File: src/rtl/afd_pkg.sv
package afd_pkg;
  localparam int REG_W    = 32;
  localparam int INT_W    = 8;
  localparam int FRAC_W   = 8;
  localparam int FRAC_LSB = 0;
  localparam int INT_LSB  = 16;
  localparam int SEL_BIT  = 24;
  localparam int STOP_BIT = 25;
  localparam int LEN_W    = INT_W + 2;
  localparam int DEN      = (1 << FRAC_W) - 1;
  localparam int MIN_LEN  = 2;
  localparam logic [REG_W-1:0] RST_VAL = REG_W'(1) << STOP_BIT;

  typedef struct packed {
    logic             stop;
    logic             load;
    logic [LEN_W-1:0] nextLen;
  } divStrb_t;
endpackage

File: src/rtl/afd_ctrl.sv
module afd_ctrl
  import afd_pkg::*;
(
  input  logic             clk,
  input  logic             rstN,
  input  logic             wrEn,
  input  logic [REG_W-1:0] wrData,
  input  logic             lastCycle,
  output logic [REG_W-1:0] cfgReg,
  output divStrb_t         strb
);
  logic [REG_W-1:0]  regQ;
  logic [FRAC_W-1:0] accQ;
  logic [FRAC_W-1:0] accNext;
  logic [FRAC_W:0]   accSum;
  logic [INT_W-1:0]  intField;
  logic [FRAC_W-1:0] fracField;
  logic              selField;
  logic              accWrap;
  logic              intZero;
  logic [LEN_W-1:0]  baseLen;

  assign intField  = regQ[INT_LSB +: INT_W];
  assign fracField = regQ[FRAC_LSB +: FRAC_W];
  assign selField  = regQ[SEL_BIT];
  assign intZero   = (intField == '0);

  // accumulator step, modulo the fixed denominator
  always_comb begin
    accSum  = {1'b0, accQ} + {1'b0, fracField};
    accWrap = (accSum >= (FRAC_W+1)'(DEN));
    if (accWrap) accNext = FRAC_W'(accSum - (FRAC_W+1)'(DEN));
    else         accNext = accSum[FRAC_W-1:0];
  end

  assign baseLen = {1'b0, intField, selField};

  always_comb begin
    strb.stop = regQ[STOP_BIT];
    strb.load = !regQ[STOP_BIT] && lastCycle;
    if (intZero) strb.nextLen = LEN_W'(MIN_LEN);
    else         strb.nextLen = baseLen + LEN_W'(accWrap);
  end

  always_ff @(posedge clk) begin
    if (!rstN) regQ <= RST_VAL;
    else if (wrEn) regQ <= wrData;
  end

  always_ff @(posedge clk) begin
    if (!rstN || strb.stop) accQ <= '0;
    else if (strb.load && !intZero) accQ <= accNext;
  end

  assign cfgReg = regQ;


  reset_val_chk: assert property (@(posedge clk) !rstN |=> regQ == RST_VAL);

  readback_chk: assert property (@(posedge clk) disable iff (!rstN)
    wrEn |=> regQ == $past(wrData));

  acc_range_chk: assert property (@(posedge clk) disable iff (!rstN)
    accQ < FRAC_W'(DEN));

  acc_stop_chk: assert property (@(posedge clk) disable iff (!rstN)
    strb.stop |=> accQ == '0);
endmodule

File: src/rtl/afd_datapath.sv
module afd_datapath
  import afd_pkg::*;
(
  input  logic     clk,
  input  logic     rstN,
  input  divStrb_t strb,
  output logic     lastCycle,
  output logic     clkEn,
  output logic     divClk
);
  logic             runQ;
  logic [LEN_W-1:0] posQ;
  logic [LEN_W-1:0] lenQ;
  logic [LEN_W-1:0] halfLen;

  assign halfLen   = lenQ >> 1;
  assign lastCycle = !runQ || (posQ == lenQ - LEN_W'(1));
  assign divClk    = runQ && !strb.stop && (posQ < halfLen);
  assign clkEn     = runQ && !strb.stop && (posQ == '0);

  always_ff @(posedge clk) begin
    if (!rstN) begin
      runQ <= 1'b0;
      posQ <= '0;
      lenQ <= LEN_W'(MIN_LEN);
    end else if (strb.stop) begin
      runQ <= 1'b0;
      posQ <= '0;
    end else if (strb.load) begin
      runQ <= 1'b1;
      posQ <= '0;
      lenQ <= strb.nextLen;
    end else if (runQ) begin
      posQ <= posQ + LEN_W'(1);
    end
  end


  len_min_chk: assert property (@(posedge clk) disable iff (!rstN)
    runQ |-> lenQ >= LEN_W'(MIN_LEN));

  len_hold_chk: assert property (@(posedge clk) disable iff (!rstN)
    runQ && !strb.load && !strb.stop |=> $stable(lenQ));

  pulse_high_chk: assert property (@(posedge clk) disable iff (!rstN)
    clkEn |-> divClk);

  stop_clear_chk: assert property (@(posedge clk) disable iff (!rstN)
    strb.stop |=> !runQ && posQ == '0);
endmodule

File: src/rtl/audio_frac_div.sv
module audio_frac_div
  import afd_pkg::*;
(
  input  logic             clk,
  input  logic             rstN,
  input  logic             wrEn,
  input  logic [REG_W-1:0] wrData,
  output logic [REG_W-1:0] rdData,
  output logic             clkEn,
  output logic             divClk
);
  divStrb_t strb;
  logic     lastCycle;

  afd_ctrl u_ctrl (
    .clk       (clk),
    .rstN      (rstN),
    .wrEn      (wrEn),
    .wrData    (wrData),
    .lastCycle (lastCycle),
    .cfgReg    (rdData),
    .strb      (strb)
  );

  afd_datapath u_dp (
    .clk       (clk),
    .rstN      (rstN),
    .strb      (strb),
    .lastCycle (lastCycle),
    .clkEn     (clkEn),
    .divClk    (divClk)
  );
endmodule

File: config.mk
export PLATFORM = sky130hd
export DESIGN_NAME = audio_frac_div
export DESIGN_NICKNAME = d
export VERILOG_FILES = /design/src/rtl/afd_pkg.sv /design/src/rtl/afd_ctrl.sv /design/src/rtl/afd_datapath.sv /design/src/rtl/audio_frac_div.sv
export SDC_FILE = /design/constraint.sdc
export NUM_CORES = 1
export LEC_CHECK = 0
export CAP_MARGIN = 20
export CORE_MARGIN = 2
export CORE_UTILIZATION = 40
export CTS_CLUSTER_DIAMETER = 50
export DETAILED_ROUTE_END_ITERATION = 6
export DONT_BUFFER_PORTS = 1
export HOLD_SLACK_MARGIN = 0.12
export PLACE_DENSITY = 0.53
export SETUP_SLACK_MARGIN = 0.15
export SKIP_LAST_GASP = 1
export SLEW_MARGIN = 10
export SYNTH_ARGS = -nofsm -noshare
export SYNTH_HDL_FRONTEND = slang
export SYNTH_SLANG_ARGS = --single-unit
export TNS_END_PERCENT = 20
File: constraint.sdc
create_clock -name clk -period 3 [get_ports clk]
set_input_delay 0.6 -clock clk [delete_from_list [all_inputs] [get_ports clk]]
set_output_delay 0.6 -clock clk [all_outputs]
set_load 0.01 [all_outputs]
==> metrics.md, run 1 <==
| Metric | Value |
|---|---|
| Run status | completed |
| Initial drt markers | 105 |
| Site Rows | 34 |
| Crit. End Element | flop |
| Synth Instances | ~390 |
| Fraction of layout instances using a drive strength above 1 | 16.3% |
| Setup crit start kind | flop |
| Nets | 472 |
| Number of inserted diodes | 0 |
| Total gr overflow | 0 |
| CTS tree | done |
| Kind of critical path | flop to flop |
| Post-Layout Cell Count | 526 |
| Die width | between 90 and 100 um |
| CTS Hold Bufs | 0 |
| Final ANT Viol Nets | 0 |
| P_leak | 1.68 nW |
| Unrepaired setup endpoints after global routing | yes |
| Cells along the critical path | ha_1 > a21o_1 > a221o_1 > a211oi_2 > a211oi_2 > a31oi_2 > inv_1 > ha_2 > ha_4 > nand3_2 > nor2_2 > buf_4 > xor2_1 > nand2_1 > o32ai_1 |
| Max_cap viols | 0 |
| Initial antenna violation count | 0 |
| # H-tree levels | 3 |
| Count of final setup violators | 0 |
| Vias in the first global route | 2880 |
| Pwr/cell area | approximately 460 nW/um^2 |
| Worst VDD drop | 0.298 mV |
| Final GP Congestion | 0.824 |
| Clk_lat worst skew | 0.34 ns |
| Final slew viol count | 0 |
| Synth top cells by count | 61 x dfxtp_1, 48 x nor2_1, 34 x mux2i_1, 30 x nand2_1, 23 x ha_1 |
| Required @ worst endpoint | 3.21 ns |
| Least-Margin Pin Slew | 0.453 ns |
| Total Wirelength | 8.18 mm |
| #FFs+latches synth | 61 |
| Final clock skew | 0.0130 ns |
| Register area share after synthesis | roughly a third |
| Post-Syn Area | 3520 um^2 |
| Clock sink total | 61 |
| Core ar. | 8640 um^2 |
| Yosys cell types | 52 |
| Total CTS buffers | 9 |
| Most instantiated library cell after synthesis | dfxtp_1 |
| Global-route wire length before repair | 13.6 mm |
| Post-DP HPWL | 6.14 mm |
| Register area | roughly 1200 um^2 |
| Ys flop type | dfxtp_1 |
| Area growth, synth to finish | 15.6% |
| Yosys top cell by area | dfxtp_1 |
| Critical Path AT | between 3 and 4 ns |
| Final hold vios | 0 |
| Worst path slowest cell | ha_1 |
| Remaining DRCs | 0 |
| Root Buffer | clkbuf_8 |
| Largest cells by area after synthesis | dfxtp_1 35%, mux2i_1 9.7%, ha_1 8.2% |
| Worst-path fanout max | 7 |
| Multi-input logic area | 2250 um^2 |
| Filler Cells Inserted | 849 |
| Ys async rst share | 0% |
| Routed vias | 2926 |
| Largest net degree at the start of global routing | 34 |
| Hold Slack | ~0.36 ns |
| Drt pass-1 iters | 4 |
| Yosys warning count | 0 |
| Crit path largest cell delay | 0.39 ns |
| Syn Area/Cell | between 8 and 9 um^2 |
| Crit share post-route | 98.7% |
| Path category of the worst min-delay check | input pin to flop |
| WL per Instance | 15.5 um |
| Syn_nets | 450 |
| Initial core utilization | 40.7% |
| Port Buffers | 0 |
| Slew margin rel. | 69.7% |
| Ports | 69 |
| Maximum clock rate | 338 MHz |
| Clock Path Buffers | 2 |
| Clock-pin slew on the worst setup and hold paths | 0.08 ns |
| Crit path top cell by count | a211oi_2 |
| Power consumption | 1.88 mW |
| Die area | 9560 um^2 |
| Vias per inst | 5.56 |
| Chip height | ~100 um |
| Crit path time final | between 2 and 3 ns |
| Number of synthesized flops with an enable pin | 0 |
| Synth top area share | 34.7% |
| All-Layer GR Usage | between 15 and 20% |
| Post-Place Cells | 506 |
## worst max-delay path, delay by kind of cell, from the launching register on
family                     cells  cell delay (ns)
and+or+nand+nor                3             0.20
xor gates and xnor gates       1             0.13
DFF                            1             0.33
buffers and inverters          2             0.20
AOI/OAI and AO/OA              6             1.23
adders and majority gates      3             0.74
## per-stage QoR
| stage | area [um^2] | TNS [ns] | utilization [%] | worst slack, ns |
|---|---|---|---|---|
| 4_1_cts | 4030 | 0 | 46.7 | 0.000867 |
| 3_3_place_gp | 3800 | 0 | 44.0 | 0.0127 |
| 2_1_floorplan | 3570 | 0 | - | 0.0190 |
| 5_1_grt | 4070 | -0.872 | 47.1 | -0.184 |
| 3_5_place_dp | 3800 | -0.112 | 44.0 | -0.0466 |
| 6_report | 4070 | 0 | 47.1 | 0.0385 |
## worst paths after layout
kind	start	to	slack (ns)	cells past startpoint
worst max-delay path	u_ctrl.cfgReg[4]	u_dp.lenQ[6]	0.04	15
worst min-delay path	rstN	u_dp.lenQ[1]	0.36	1
worst max register to register	u_ctrl.cfgReg[4]	u_dp.lenQ[6]	0.04	15
worst min register to register	u_ctrl.accQ[2]	u_ctrl.accQ[2]	0.50	2
## sequential cells by signal (all words and copies together), names as in the netlist
signal and count:
u_dp.posQ 10, u_ctrl.cfgReg 32, u_dp.runQ 1, u_ctrl.accQ 8, u_dp.lenQ 10
## kinds of logic (layout without fill, tap and decap cells)
family | after synthesis | count (layout) | synth area share, %
flops | 61 | 61 | 34.7
mux | 34 | 34 | 9.67
fa+ha+maj | 24 | 24 | 8.75
simple gates | 132 | 132 | 18.6
compound gates | 76 | 76 | 16.6
buf+inv | 31 | 58 | 3.41
xor+xnor | 33 | 33 | 8.21
## cell usage in the layout (no fill, tap or decap), types with 3 or more instances in the layout
master / instances
a211oi_1: 6
a211oi_2: 4
a21o_1: 8
a21oi_1: 7
a31oi_1: 5
and3_1: 5
buf_4: 24
clkbuf_8: 9
clkinv_4: 3
dfxtp_1: 58
dfxtp_2: 3
ha_1: 19
inv_1: 17
mux2i_1: 34
nand2_1: 30
nand2b_1: 3
nand3_1: 6
nand4_1: 8
nor2_1: 46
nor2b_1: 3
nor3_1: 9
nor3b_1: 3
nor4_1: 5
o21ai_0: 10
o21bai_1: 3
o22ai_1: 3
o32ai_1: 10
xnor2_1: 15
xor2_1: 18
## cell type report
| cell class | count | share of cell area [%] |
|---|---|---|
| multi-input cells | 299 | 55.4 |
| flip-flops and latches | 61 | 30.1 |
| repair buffers | 24 | 4.43 |
| well taps | 108 | 3.32 |
| clock buffers | 9 | 3.05 |
| clock inverters | 7 | 2.06 |
| inverters | 18 | 1.66 |
## report_power, final
part           switching [mW]  internal [mW]
clock network           0.372          0.396
logic                   0.119          0.100
registers              0.0487          0.842
## metal layers
| layer | global-route usage [%] | part of all wire [%] | vias to the layer above |
|---|---|---|---|
| li1 | - | - | 1461 |
| met1 | 22.7 | 47 | 1368 |
| met2 | 27.2 | 47 | 85 |
| met3 | 4.80 | 4.8 | 12 |
| met4 | 7.16 | 1.9 | 0 |
| met5 | 0 | 0 | - |
## timing repair
action	CTS	global route
gates resized for setup	4	4
pin swaps	5	4
setup buffers	1	3
endpoints found under the hold margin	0	0
endpoints found under the setup margin	8	11
No activity file was read; power rests on OpenSTA's default activity.
==> run 2, diff against run 1 <==
- CELL_PAD_IN_SITES_DETAIL_PLACEMENT: unset -> 0
- CELL_PAD_IN_SITES_GLOBAL_PLACEMENT: unset -> 1
- PLACE_DENSITY: 0.53 -> 0.68
- SLEW_MARGIN: 10 -> 15
==> run 2 against run 1 <==
Net effect: design area decreased by 0.28%; worst setup slack got worse by 0.019 ns; fmax is 0.64% lower; critical endpoint is now divClk; count of clock-buffer cells in the layout stayed put; total power down 0.41%; via count decreased by 2.3%; global-route usage is 0.33 points higher; first-iteration DRC count down 25%; highest routed layer unchanged; critical path type is now flop to output pin.
==> metrics.md, run 2 (synthesis gave the netlist of run 1 again) <==
| Metric | Value |
|---|---|
| Die area | 9560 um^2 (unchanged) |
| CP bufs+invs | 1 (-1) |
| Final clock skew | 0.00938 ns (-0.00362 ns) |
| Clock network fraction of design power | 40.4% (-0.5 points) |
| Die width | 97.8 um (unchanged) |
| Crit path top cell by count | a21o_1 |
| Crit share post-route | 99.3% (+0.63 points) |
| Clock sink total | 61 (unchanged) |
| Seq pwr share | 47.5% (about the same) |
| Crit path largest cell delay | 0.47 ns (+0.08 ns) |
| CTS tree | done |
| Critical Path AT | 2.38 ns (-0.79 ns) |
| Number of inserted diodes | 0 (unchanged) |
| WL per Instance | 15.8 um (+1.7%) |
| Hold path startpoint | rstN |
| Port Buffers | 0 (unchanged) |
| Setup crit start kind | flop |
| Design area | 4060 um^2 (-0.28%) |
| Most frequent cells in the layout | 59 x dfxtp_1, 47 x nor2_1, 34 x mux2i_1 |
| P_leak | 1.67 nW (-0.11%) |
| Initial antenna violation count | 0 (unchanged) |
| Crit. End Element | output pin |
| Count of final setup violators | 0 (unchanged) |
| Fraction of layout instances using a drive strength above 1 | 15.6% (-0.68 points) |
| Run status | completed |
| Least-Margin Pin Slew | 0.454 ns (+0.000849 ns) |
| Maximum clock rate | 336 MHz (-0.64%) |
| Worst path slowest cell | dfxtp_1 |
| Core ar. | 8640 um^2 (unchanged) |
| Max_cap viols | 0 (unchanged) |
| Largest net degree at the start of global routing | 40 (+18%) |
| Remaining DRCs | 0 (unchanged) |
| Global-route wire length before repair | 13.7 mm (+0.76%) |
| Area growth, synth to finish | 15.3% |
| # H-tree levels | 3 (unchanged) |
| Path category of the worst min-delay check | input pin to flop |
| Initial drt markers | 79 (-25%) |
| Clock Path Buffers | 2 (unchanged) |
| Worst-path fanout max | 5 (-2) |
| Area of placed instances | 3800 um^2 (unchanged) |
| Initial core utilization | 40.7% (unchanged) |
| Final hold vios | 0 (unchanged) |
| Cells along the critical path | inv_1 > ha_1 > a21o_1 > a21o_1 > a21o_1 > a211oi_1 > o21bai_1 > a31oi_2 |
| Vias per inst | 5.44 (-2.1%) |
| Crit path time final | 2.98 ns (+0.0190 ns) |
| Pwr/cell area | 461 nW/um^2 (-0.14%) |
| Unrepaired setup endpoints after global routing | yes |
| Sw power | 0.532 mW (-1.6%) |
| Max reg flops | 32 (unchanged) |
| Kind of critical path | flop to output pin |
| Final GP Congestion | 0.848 (+2.9%) |
| Ports | 69 (unchanged) |
| Total Wirelength | 8.30 mm (+1.5%) |
| Crit path from | u_dp.lenQ[2] |
| Slew margin rel. | 69.7% (about the same) |
| Final ANT Viol Nets | 0 (unchanged) |
| Vias in the first global route | 2804 (-2.6%) |
| Post-DP HPWL | 6.25 mm (+1.9%) |
| Total gr overflow | 0 (unchanged) |
| Combinational power share | 12.0% (+0.3 points) |
| Cell internal pwr | 1.34 mW (about the same) |
| Required @ worst endpoint | 2.40 ns (-0.81 ns) |
| Top Family by Delay on Critical Path | compound AO/OA/AOI/OAI gates |
| Clk_lat worst skew | 0.34 ns (about the same) |
| Hold Slack | 0.354 ns (-0.00365 ns) |
| Switching share of power | 28.4% (-0.33 points) |
| Final slew viol count | 0 (unchanged) |
| Worst VDD drop | 0.310 mV (+4.0%) |
| Site Rows | 34 (unchanged) |
| Routed vias | 2858 (-2.3%) |
| Total CTS buffers | 9 (unchanged) |
| Drt pass-1 iters | 4 (unchanged) |
| All-Layer GR Usage | 17.7% (+0.33 points) |
| Crit Reg-Reg Startpoint | u_ctrl.accQ[0] |
| Root Buffer | clkbuf_8 |
| Clock-pin slew on the worst setup and hold paths | 0.07 ns (about the same) |
| Nets | 471 (-0.21%) |
| Chip height | 97.8 um (unchanged) |
| Most common cell after layout, fill and taps aside | dfxtp_1 |
## run 2: area by class of cell
type	count	area [um^2]
fill	856	4580
multi-input combinational	299	2250
sequential	61	1220
timing repair buffer	23	173
tap	108	135
clock buffer	9	124
clock inverter	7	81.3
inverter	18	67.6
## run 2: per-layer routing
metal / part of all wire (%) / GRT usage [%] / wire (um) / vias up
met2: 45 / 28.3 / 3710 / 71
met5: 0 / 0 / 0 / -
met3: 4.0 / 3.51 / 336 / 19
li1: - / - / - / 1460
met1: 48 / 22.7 / 4010 / 1308
met4: 3.0 / 9.19 / 245 / 0
## run 2: through the flow
step	setup WS, ns	util (%)	power [mW]	TNS (ns)	std cells
detailed placement	-0.0505	44.0	1.13	-0.0746	506
global route	-0.192	47.0	1.96	-0.741	525
CTS	-0.0287	46.6	1.90	-0.0571	523
finish	0.0195	47.0	1.87	0	525
global placement	0.0214	44.0	1.13	0	506
floorplan	0.0190	-	1.08	0	391
## run 2: worst paths after layout
path	cells after the start	end	slack, ns
worst min-delay path	1	u_dp.lenQ[1]	0.35
worst max register to register	16	u_dp.lenQ[6]	0.03
worst min register to register	2	u_ctrl.accQ[2]	0.50
worst max-delay path	8	divClk	0.02
## run 2: what timing repair did
item | 4_1_cts | 5_1_grt
hold endpoints to repair | 0 | 0
buffers inserted | 1 | 2
pin swaps | 5 | 4
setup endpoints to repair | 8 | 14
resized for setup | 2 | 5
hold buffers | 0 | 0
gates cloned | 0 | 0
## run 2: power by group through the flow
stage	combinational, mW	sequential, mW	clock, mW
after floorplan	0.181	0.900	0
after global placement	0.219	0.908	0
after detailed placement	0.221	0.907	0
after CTS	0.224	0.889	0.785
after global routing	0.249	0.893	0.821
final	0.225	0.889	0.756
